===== src/rtl/pt_pkg.sv =====
package pt_pkg;
  localparam int NCAUSE = 4;
  typedef logic [NCAUSE-1:0] cause_t;
  typedef enum int {
    CB_FETCH = 0,
    CB_ILLEGAL = 1,
    CB_EXEC = 2,
    CB_MEM = 3
  } cause_bit_e;
endpackage


===== src/rtl/pt_fetch.sv =====
module pt_fetch #(
  parameter int PC_W = 32,
  parameter logic [PC_W-1:0] RESET_PC = '0,
  parameter logic [PC_W-1:0] TRAP_VEC = '0,
  parameter logic [PC_W-1:0] STEP = 4
) (
  input  logic            clk,
  input  logic            rst_n,
  input  logic            trap_i,
  input  logic            rfe_i,
  input  logic [PC_W-1:0] epc_i,
  output logic [PC_W-1:0] pc_o
);
  always_ff @(posedge clk or negedge rst_n) begin
    if (!rst_n)      pc_o <= RESET_PC;
    else if (trap_i) pc_o <= TRAP_VEC;
    else if (rfe_i)  pc_o <= epc_i;
    else             pc_o <= pc_o + STEP;
  end

  p_seq_fetch_r2: assert property (@(posedge clk) disable iff (!rst_n)
    (!trap_i && !rfe_i) |=> (pc_o == $past(pc_o) + STEP));
  p_handler_fetch_r9: assert property (@(posedge clk) disable iff (!rst_n)
    trap_i |=> (pc_o == TRAP_VEC));
  p_resume_fetch_r10: assert property (@(posedge clk) disable iff (!rst_n)
    (rfe_i && !trap_i) |=> (pc_o == $past(epc_i)));
endmodule


===== src/rtl/pt_stage.sv =====
module pt_stage
  import pt_pkg::*;
#(
  parameter int PC_W = 32,
  parameter int CBIT = 0
) (
  input  logic            clk,
  input  logic            rst_n,
  input  logic            flush_i,
  input  logic            valid_i,
  input  logic [PC_W-1:0] pc_i,
  input  cause_t          vec_i,
  input  logic            fault_i,
  output logic            valid_o,
  output logic [PC_W-1:0] pc_o,
  output cause_t          vec_o
);
  cause_t post;
  always_comb begin
    post = '0;
    post[CBIT] = fault_i;
  end

  always_ff @(posedge clk or negedge rst_n) begin
    if (!rst_n) begin
      valid_o <= 1'b0;
      pc_o    <= '0;
      vec_o   <= '0;
    end else begin
      valid_o <= valid_i && !flush_i;
      pc_o    <= pc_i;
      vec_o   <= vec_i | post;
    end
  end

  p_quash_bubble_r7: assert property (@(posedge clk) disable iff (!rst_n)
    flush_i |=> !valid_o);
  p_post_cause_r4: assert property (@(posedge clk) disable iff (!rst_n)
    (valid_i && fault_i && !flush_i) |=> (valid_o && vec_o[CBIT]));
endmodule


===== src/rtl/pt_trap_unit.sv =====
module pt_trap_unit
  import pt_pkg::*;
#(
  parameter int PC_W = 32
) (
  input  logic            clk,
  input  logic            rst_n,
  input  logic            wb_valid_i,
  input  logic [PC_W-1:0] wb_pc_i,
  input  cause_t          wb_vec_i,
  output logic            trap_o,
  output logic            rf_we_o,
  output logic [PC_W-1:0] epc_o,
  output cause_t          cause_o
);
  logic faulty;
  assign faulty  = |wb_vec_i;
  assign trap_o  = wb_valid_i && faulty;
  assign rf_we_o = wb_valid_i && !faulty;

  always_ff @(posedge clk or negedge rst_n) begin
    if (!rst_n) begin
      epc_o   <= '0;
      cause_o <= '0;
    end else if (trap_o) begin
      epc_o   <= wb_pc_i;
      cause_o <= wb_vec_i;
    end
  end

  p_save_epc_r8: assert property (@(posedge clk) disable iff (!rst_n)
    trap_o |=> (epc_o == $past(wb_pc_i)));
  p_save_cause_r8: assert property (@(posedge clk) disable iff (!rst_n)
    trap_o |=> (cause_o == $past(wb_vec_i)));
endmodule


===== src/rtl/precise_trap_pipe.sv =====
module precise_trap_pipe
  import pt_pkg::*;
#(
  parameter int PC_W = 32,
  parameter logic [PC_W-1:0] RESET_PC = 32'h0000_0100,
  parameter logic [PC_W-1:0] TRAP_VEC = 32'h0000_0080,
  parameter logic [PC_W-1:0] STEP = 4
) (
  input  logic            clk,
  input  logic            rst_n,
  input  logic            fault_if,
  input  logic            fault_id,
  input  logic            fault_ex,
  input  logic            fault_mem,
  input  logic            rfe,
  output logic [PC_W-1:0] fetch_pc,
  output logic            wb_valid,
  output logic [PC_W-1:0] wb_pc,
  output logic            rf_we,
  output logic            trap,
  output logic [PC_W-1:0] epc,
  output logic [3:0]      cause
);
  localparam int NST = NCAUSE;

  logic            sv [NST+1];
  logic [PC_W-1:0] sp [NST+1];
  cause_t          sc [NST+1];
  cause_t          faults;
  logic            flush;
  logic            trap_w;
  logic [PC_W-1:0] epc_w;

  assign faults[CB_FETCH]   = fault_if;
  assign faults[CB_ILLEGAL] = fault_id;
  assign faults[CB_EXEC]    = fault_ex;
  assign faults[CB_MEM]     = fault_mem;

  assign flush = trap_w || rfe;

  pt_fetch #(.PC_W(PC_W), .RESET_PC(RESET_PC), .TRAP_VEC(TRAP_VEC), .STEP(STEP)) u_fetch (
    .clk(clk), .rst_n(rst_n), .trap_i(trap_w), .rfe_i(rfe), .epc_i(epc_w), .pc_o(fetch_pc)
  );

  assign sv[0] = 1'b1;
  assign sp[0] = fetch_pc;
  assign sc[0] = '0;

  for (genvar k = 0; k < NST; k++) begin : g_stage
    pt_stage #(.PC_W(PC_W), .CBIT(k)) u_stage (
      .clk(clk), .rst_n(rst_n), .flush_i(flush),
      .valid_i(sv[k]), .pc_i(sp[k]), .vec_i(sc[k]), .fault_i(faults[k]),
      .valid_o(sv[k+1]), .pc_o(sp[k+1]), .vec_o(sc[k+1])
    );
  end

  pt_trap_unit #(.PC_W(PC_W)) u_trap (
    .clk(clk), .rst_n(rst_n),
    .wb_valid_i(sv[NST]), .wb_pc_i(sp[NST]), .wb_vec_i(sc[NST]),
    .trap_o(trap_w), .rf_we_o(rf_we), .epc_o(epc_w), .cause_o(cause)
  );

  assign trap     = trap_w;
  assign epc      = epc_w;
  assign wb_valid = sv[NST];
  assign wb_pc    = sp[NST];

  p_trap_needs_wb_r5: assert property (@(posedge clk) disable iff (!rst_n)
    trap |-> (wb_valid && !rf_we));
endmodule


===== config.mk =====
export PLATFORM = sky130hd
export DESIGN_NAME = precise_trap_pipe
export DESIGN_NICKNAME = d
export VERILOG_FILES = /design/src/rtl/pt_pkg.sv /design/src/rtl/pt_fetch.sv /design/src/rtl/pt_stage.sv /design/src/rtl/pt_trap_unit.sv /design/src/rtl/precise_trap_pipe.sv
export SDC_FILE = /design/constraint.sdc
export NUM_CORES = 1
export LEC_CHECK = 0
export BUFFER_PORTS_ARGS = -buffer_cell sky130_fd_sc_hd__buf_2
export CAP_MARGIN = 0
export CORE_UTILIZATION = 36
export CTS_CLUSTER_DIAMETER = 50
export DETAILED_ROUTE_END_ITERATION = 8
export PLACE_DENSITY = 0.53
export REMOVE_ABC_BUFFERS = 1
export SLEW_MARGIN = 30
export SYNTH_ARGS = -nofsm -noshare
export SYNTH_HDL_FRONTEND = slang
export SYNTH_SLANG_ARGS = --single-unit

===== constraint.sdc =====
create_clock -name clk -period 2.88 [get_ports clk]
set_input_delay 0.288 -clock clk [delete_from_list [all_inputs] [get_ports clk]]
set_output_delay 0.288 -clock clk [all_outputs]
set_load 0.01 [all_outputs]

==> impl_metrics.py, run 1 <==
metrics = {
    "run_status": {
        "outcome": "finished, final reports clean",
    },
    "setup_path": {
        "critPathSlowestCell": "o41ai_2",
        "crit_required_ps": 2590,
        "max_stage_delay_ps": 500,
        "start_kind": "register",
        "crit_chain": "o41ai_2, inv_2, buf_2",
        "path_class": "reg2out",
        "r2r_slack_ps": 700,
        "cp.arrival_ps": 2110,
        "cp_max_fo": 36,
        "endpoint_kind": "output port",
    },
    "power_and_ir_drop": {
        "leakagePower_nw": 4.27,
        "powerDensity_nw_per_um2": 887,
        "peakVddDrop_mv": 0.451,
    },
    "timing": {
        "fin_crit_ps": 2400,
        "rsz0062_at_grt": "false",
        "finalHoldViolations": 0,
        "timing.fmax_mhz": 417,
        "post-route-period-util_pct": 83.3,
        "setup_violations": 0,
        "worst_slack_ps": 480,
        "fin_skew_ps": 9.32,
        "maxSlewViolCount": 0,
        "tightest_slew_ps": 772,
        "maxSlewHeadroom_pct": 48.5,
    },
    "cells_and_area": {
        "fin_area_um2": 8720,
        "antenna_cells": 0,
        "final_layout_size_suffix_gt1_share_pct": 27.2,
        "syn2layout_area_growth_pct": 25.5,
        "fin_nets": 647,
    },
    "logic_synthesis": {
        "synth_cell_types": 56,
        "synth_top_family_by_area": "simple AND/OR/NAND/NOR gates",
        "seq_area_frac_synth_pct": 75.6,
        "async_flop_share_pct": 100,
        "synthFlopType": "dfrtp_1",
        "synth_area_um2": 6950,
        "synth_area_leaders": "dfrtp_1 (75%), nand2_1 (5.3%), o21ai_0 (1.5%)",
        "synth.top_cell.area_share_pct": 75.2,
        "synth_simple_gate_area_share_pct": 13.6,
        "synthMuxAreaShare_pct": 0.432,
        "avgSynthCellArea_um2": 13.7,
        "synth_top_area_cell": "dfrtp_1",
        "synth_compound_area_share_pct": 6.44,
        "synth_cells": 509,
        "synth_xor_area_share_pct": 1.39,
        "synthTopCellsByCount": "dfrtp_1 (209), nand2_1 (99), o21ai_0 (21), inv_1 (14), nor2_1 (14)",
        "yosysMostFrequentCell": "dfrtp_1",
        "yosys_warnings": 0,
        "ys_ff_latch": 210,
        "synth-adder-area-share_pct": 0.180,
        "synth_edf_count": 0,
    },
    "global_routing": {
        "grt_util_all_layers_pct": 15.8,
        "grt_pass1_wl_um": 24500,
        "first_global_vias": 4476,
        "grt_max_degree": 89,
        "grt-ovfl-total": 0,
        "antenna_found_initial": 0,
    },
    "routing": {
        "viasPerCell": 4.72,
        "drt-total-wl_um": 14800,
        "drc": 0,
        "first_pass_iters": 4,
        "avgRoutedWirePerCell_um": 16.1,
        "drtAntennaViolNets": 0,
        "drtIter0Drc": 212,
        "vias": 4336,
    },
    "floorplanning": {
        "core_um2": 18800,
        "die_w_um": 141,
        "chipHeight_um": 141,
        "io_pins": 110,
        "die-area_um2": 19900,
        "start_util_pct": 36.9,
        "rows": 50,
    },
    "placement": {
        "io_buffers": 109,
        "placed_area_um2": 7820,
        "gp_congestion": 0.758,
        "pre_cts_ws_ps": 656,
        "hpwl_um": 9390,
    },
    "clock_network": {
        "cts_buffers": 26,
        "cts_tree": "built",
        "clock-sinks": 210,
        "cts_hold_buf": 5,
        "cts_setup_buffers": 0,
        "cts-root-buf": "clkbuf_16",
        "insertion_delay_ps": 510,
        "ctsResizeCount": 0,
        "htree_levels": 1,
        "clkTransAtPathRegs_ps": 60,
        "cts_buffer_depth": 3,
    },
    "hold_path": {
        "min_path_type": "in2async",
    },
    "run": {
        "drv_cap": 0,
    },
}
## layout make-up
type	count	area, µm²
Sequential cell	210	5260
Fill cell	1736	10100
Clock buffer	33	728
Timing Repair Buffer	123	686
Inverter	14	52.6
Tap cell	260	325
Clock inverter	14	124
Multi-Input combinational cell	264	1550
## worst max-delay path: cells and delay by family, from the launching register on
| kind | cells | cell delay [ps] |
|---|---|---|
| flops | 1 | 410 |
| buf+inv | 2 | 680 |
| compound gates | 1 | 500 |
## metal layers
| metal | vias to the layer above | track usage [%] | part of all wire, % |
|---|---|---|---|
| met5 | - | 0 | 0 |
| met4 | 0 | 4.92 | 1.9 |
| met3 | 28 | 3.84 | 6.5 |
| met2 | 120 | 24.2 | 45 |
| met1 | 2187 | 22.3 | 46 |
| li1 | 2001 | - | - |
## cell usage in the layout (no fill, tap or decap), types with 2 or more instances in the layout
cell type / netlist / routed
nor2_1: 14 / 14
nor3b_1: 2 / 2
a211o_1: 2 / 2
nor4_2: 1 / 2
and2_1: 7 / 7
nand2b_1: 3 / 3
inv_1: 14 / 13
dlygate4sd3_1: 0 / 5
a2111oi_0: 6 / 6
a21oi_1: 11 / 11
nand3_1: 9 / 9
nor2b_1: 3 / 3
o21ai_0: 21 / 21
buf_2: 1 / 108
clkbuf_16: 0 / 27
a211oi_1: 9 / 9
buf_4: 3 / 8
and4_1: 8 / 8
o211a_1: 2 / 2
nand4_1: 7 / 7
dfrtp_1: 209 / 209
clkbuf_1: 12 / 3
clkinv_2: 0 / 5
mux2i_1: 3 / 3
o311a_1: 2 / 2
and3_1: 4 / 4
nor4_1: 8 / 7
a2111oi_1: 2 / 2
nor3_1: 6 / 6
clkinv_4: 0 / 3
o221a_2: 2 / 2
clkinvlp_4: 0 / 3
nand2_1: 99 / 99
clkbuf_8: 0 / 3
xnor2_1: 10 / 10
## power by group
part           leakage, nW  switching [mW]  internal (mW)
Combinational         1.22           0.476          0.337
Clock                0.415            1.23           1.89
Sequential            2.63           0.350           3.45
Total                 4.27            2.06           5.68
## flip-flops by register name (all words and copies together), names as in the netlist
signal / cells
u_fetch.pc_o: 32
g_stage.u_stage.pc_o: 128
u_trap.cause_o: 4
g_stage.u_stage.valid_o: 4
g_stage.u_stage.vec_o: 10
u_trap.epc_o: 32
## through the flow
step	util (%)	cells	setup TNS (ps)	hold slack, ps	power [mW]
finish	46.3	918	0	341	7.73
global placement	41.5	866	0	323	4.64
global route	46.3	918	0	344	8.13
CTS	46.3	918	0	343	7.86
detailed placement	41.5	866	0	330	4.68
floorplan	-	488	-200840	-7.59	4.14
## cells by family (layout without fill, tap and decap cells)
kind of cell | count (synthesis) | after routing
flip-flops | 210 | 210
adder cells (fa/ha/maj) | 1 | 1
multiplexers | 3 | 3
XOR/XNOR | 11 | 11
buffers and inverters | 35 | 184
AO/OA/AOI/OAI | 65 | 65
AND/OR/NAND/NOR | 184 | 184
## path summary, 6_finish.rpt
| path | from | end | cells past startpoint |
|---|---|---|---|
| min | rst_n | g_stage[2].u_stage.pc_o[8] | 2 |
| min in group clk | g_stage[0].u_stage.pc_o[25] | g_stage[1].u_stage.pc_o[25] | 0 |
| max in group asynchronous | rst_n | g_stage[0].u_stage.pc_o[22] | 3 |
| min reg2reg | g_stage[0].u_stage.pc_o[25] | g_stage[1].u_stage.pc_o[25] | 0 |
| max reg2reg | u_fetch.pc_o[2] | u_fetch.pc_o[16] | 5 |
| max | g_stage[3].u_stage.vec_o[1] | trap | 3 |
(Power assumes the default switching activity.)
==> inputs of run 2 (changes only) <==
--- a/config.mk
+++ b/config.mk
@@ -5,12 +5,13 @@
 export SDC_FILE = /design/constraint.sdc
 export NUM_CORES = 1
 export LEC_CHECK = 0
+export ABC_AREA = 1
 export BUFFER_PORTS_ARGS = -buffer_cell sky130_fd_sc_hd__buf_2
 export CAP_MARGIN = 0
 export CORE_UTILIZATION = 36
 export CTS_CLUSTER_DIAMETER = 50
 export DETAILED_ROUTE_END_ITERATION = 8
-export PLACE_DENSITY = 0.53
+export PLACE_DENSITY = 0.55
 export REMOVE_ABC_BUFFERS = 1
 export SLEW_MARGIN = 30
 export SYNTH_ARGS = -nofsm -noshare
==> constraint.sdc (replaced) <==
create_clock -name clk -period 2 [get_ports clk]
set_input_delay 0.2 -clock clk [delete_from_list [all_inputs] [get_ports clk]]
set_output_delay 0.2 -clock clk [all_outputs]
set_load 0.01 [all_outputs]
==> impl_metrics.py, run 2 <==
metrics = {
    "timing": {
        "fin_tns_setup_ps": 0,
        "finalHoldViolations": 0,
        "post-route-period-util_pct": 93.1,
        "maxSlewHeadroom_pct": 65.8,
        "fin_skew_ps": 8.25,
        "rsz0062_at_grt": "false",
        "timing.fmax_mhz": 537,
        "maxSlewViolCount": 0,
        "tightest_slew_ps": 513,
        "fin_crit_ps": 1860,
        "setup_violations": 0,
    },
    "logic_synthesis": {
        "synth_cells": 631,
        "synth_top_family_by_area": "simple AND/OR/NAND/NOR gates",
        "yosys_warnings": 0,
        "synthTopCellsByCount": "dfrtp_1 (209), nand2_1 (191), inv_1 (57), nor2_1 (55), o21ai_0 (27)",
        "async_flop_share_pct": 100,
        "synth_xor_area_share_pct": 0.617,
        "synth_top_area_cell": "dfrtp_1",
        "synth_cell_types": 29,
        "synthMuxAreaShare_pct": 0,
        "synth_simple_gate_area_share_pct": 17.6,
        "synth_area_um2": 7100,
        "synth_area_leaders": "dfrtp_1 (74%), nand2_1 (10%), inv_1 (3.0%)",
        "avgSynthCellArea_um2": 11.3,
        "seq_area_frac_synth_pct": 74.0,
        "synth-adder-area-share_pct": 0.176,
        "synthFlopType": "dfrtp_1",
        "yosysMostFrequentCell": "dfrtp_1",
        "ys_ff_latch": 210,
        "synth_edf_count": 0,
        "synth_compound_area_share_pct": 3.40,
        "synth.top_cell.area_share_pct": 73.6,
    },
    "setup_path": {
        "crit_required_ps": 1800,
        "max_stage_delay_ps": 340,
        "r2r-end": "u_fetch.pc_o[7]",
        "endpoint_kind": "output port",
        "path_class": "reg2out",
        "start_kind": "register",
        "cp.arrival_ps": 1660,
        "r2r_slack_ps": 320,
        "critPathSlowestCell": "inv_4",
        "cp_max_fo": 36,
        "r2r_cells": 7,
        "timing.rr.start": "g_stage[3].u_stage.vec_o[3]",
        "crit_chain": "inv_1, nand4_1, nand2_2, inv_4, buf_2",
    },
    "clock_network": {
        "htree_levels": 1,
        "clkTransAtPathRegs_ps": 60,
        "cts_tree": "built",
        "cts-root-buf": "clkbuf_16",
        "cts_buffers": 23,
        "clock-sinks": 210,
        "insertion_delay_ps": 490,
        "cts_buffer_depth": 3,
    },
    "cells_and_area": {
        "layout_common_cells": "dfrtp_1 (209), nand2_1 (191), buf_2 (108), inv_1 (57), nor2_1 (55)",
        "fin_nets": 771,
        "layout_commonest_cell": "dfrtp_1",
        "nFillCells": 1846,
        "top_regs": "g_stage.u_stage.pc_o: 128 flops, u_fetch.pc_o: 32 flops, u_trap.epc_o: 32 flops",
        "antenna_cells": 0,
        "largest_reg_flops": 128,
        "top_register": "g_stage.u_stage.pc_o",
        "syn2layout_area_growth_pct": 24.9,
        "final_layout_size_suffix_gt1_share_pct": 22.6,
        "fin_area_um2": 8870,
    },
    "run_status": {
        "outcome": "finished, final reports clean",
    },
    "global_routing": {
        "grt_util_all_layers_pct": 15.5,
        "grt_pass1_wl_um": 24200,
        "first_global_vias": 4429,
        "grt-ovfl-total": 0,
        "grt_max_degree": 67,
        "antenna_found_initial": 0,
    },
    "routing": {
        "drc": 0,
        "drt-total-wl_um": 15000,
        "drtAntennaViolNets": 0,
        "vias": 4510,
        "drtIter0Drc": 294,
        "first_pass_iters": 4,
        "avgRoutedWirePerCell_um": 14.3,
        "viasPerCell": 4.32,
    },
    "hold_path": {
        "hold_depth": 2,
        "min_from": "rfe",
        "min_path_type": "in2reg",
        "whs_endpoint": "u_fetch.pc_o[7]",
    },
    "power_and_ir_drop": {
        "seq_power_share_pct": 49.0,
        "power_frac_comb_pct": 12.4,
        "power_frac_clock_pct": 38.5,
        "leakagePower_nw": 4.52,
        "powerDensity_nw_per_um2": 1280,
        "p_int_mw": 8.36,
        "switching_share_pct": 26.3,
        "peakVddDrop_mv": 0.564,
        "power.total_mw": 11.3,
        "netSwitchingPower_mw": 2.98,
    },
    "placement": {
        "hpwl_um": 10100,
        "gp_congestion": 0.860,
        "io_buffers": 109,
        "placed_area_um2": 8010,
    },
    "floorplanning": {
        "io_pins": 110,
        "core_um2": 19400,
        "die-area_um2": 20300,
        "die_w_um": 142,
        "chipHeight_um": 142,
        "rows": 51,
        "start_util_pct": 36.6,
    },
    "run": {
        "drv_cap": 0,
    },
}
==> run 2: cell types whose count changed after synthesis, sizes merged, moves of 5 or more <==
cell / change
and4: -9
nand3: +11
and2: -5
and3: -5
xnor2: -6
a2111oi: -8
inv: +45
nand4: -8
nand2: +101
nor4: -10
nor2: +54
a211oi: -9
o21ai: +10
clkbuf: -11
==> run 2: layer usage <==
metal | wire (µm) | track usage (%) | part of all wire (%) | up-vias
met5 | 0 | 0 | 0 | -
met4 | 302 | 4.70 | 2.0 | 0
met3 | 832 | 2.96 | 5.6 | 20
met2 | 6700 | 23.5 | 45 | 109
met1 | 7130 | 22.5 | 48 | 2171
li1 | - | - | - | 2210
==> run 2: cells by family after synthesis <==
kind of cell	after synthesis
and+or+nand+nor	297
DFF	210
buffers and inverters	72
AOI/OAI and AO/OA	46
xor gates and xnor gates	5
adders and majority gates	1
==> run 2: layout make-up <==
cell class | count | area [µm²] | share of cell area [%]
flip-flops and latches | 210 | 5260 | 59.3
multi-input cells | 349 | 1550 | 17.5
repair buffers | 120 | 701 | 7.90
clock buffers | 34 | 687 | 7.75
well taps | 265 | 332 | 3.74
inverters | 59 | 224 | 2.53
clock inverters | 6 | 120 | 1.35
==> run 2: power groups by stage <==
stage,Sequential [mW],Combinational (mW),Clock (mW)
after floorplan,5.69,0.522,0
after global routing,5.67,1.59,4.68
after CTS,5.58,1.44,4.49
final,5.56,1.41,4.37
after global placement,5.61,1.40,0
after detailed placement,5.65,1.43,0
==> run 2: critical path: cells and delay by family (launching register included) <==
family	cells	cell delay, ps
buffers and inverters	3	600
flip-flops	1	330
AND/OR/NAND/NOR	2	220
==> run 2: how the worst max path moves through the flow <==
stage,from,endpoint,slack [ps],cells past startpoint
2_1_floorplan,g_stage[3].u_stage.vec_o[3],u_fetch.pc_o[7],210,6
3_3_place_gp,g_stage[3].u_stage.vec_o[3],u_fetch.pc_o[7],390,7
3_5_place_dp,g_stage[3].u_stage.vec_o[3],u_fetch.pc_o[7],310,7
4_1_cts,g_stage[3].u_stage.vec_o[2],trap,90,5
5_1_grt,g_stage[3].u_stage.vec_o[2],trap,20,5
6_report,g_stage[3].u_stage.vec_o[3],trap,140,5
==> run 2: metrics by stage <==
stage | setup WS (ps) | util [%] | hold slack (ps) | cells
5_1_grt | 15.9 | 45.7 | 27.3 | 1043
3_5_place_dp | 311 | 41.3 | 188 | 998
4_1_cts | 92.8 | 45.7 | 11.9 | 1043
6_report | 137 | 45.7 | 29.4 | 1043
2_1_floorplan | 214 | - | -95.6 | 618
3_3_place_gp | 385 | 41.3 | 184 | 998
==> run 2: timing repair <==
action                     CTS  global route
hold endpoints to repair    67             0
buffers inserted             0             0
hold buffers                 5             0
setup endpoints to repair    1             0
resized for setup            1             0
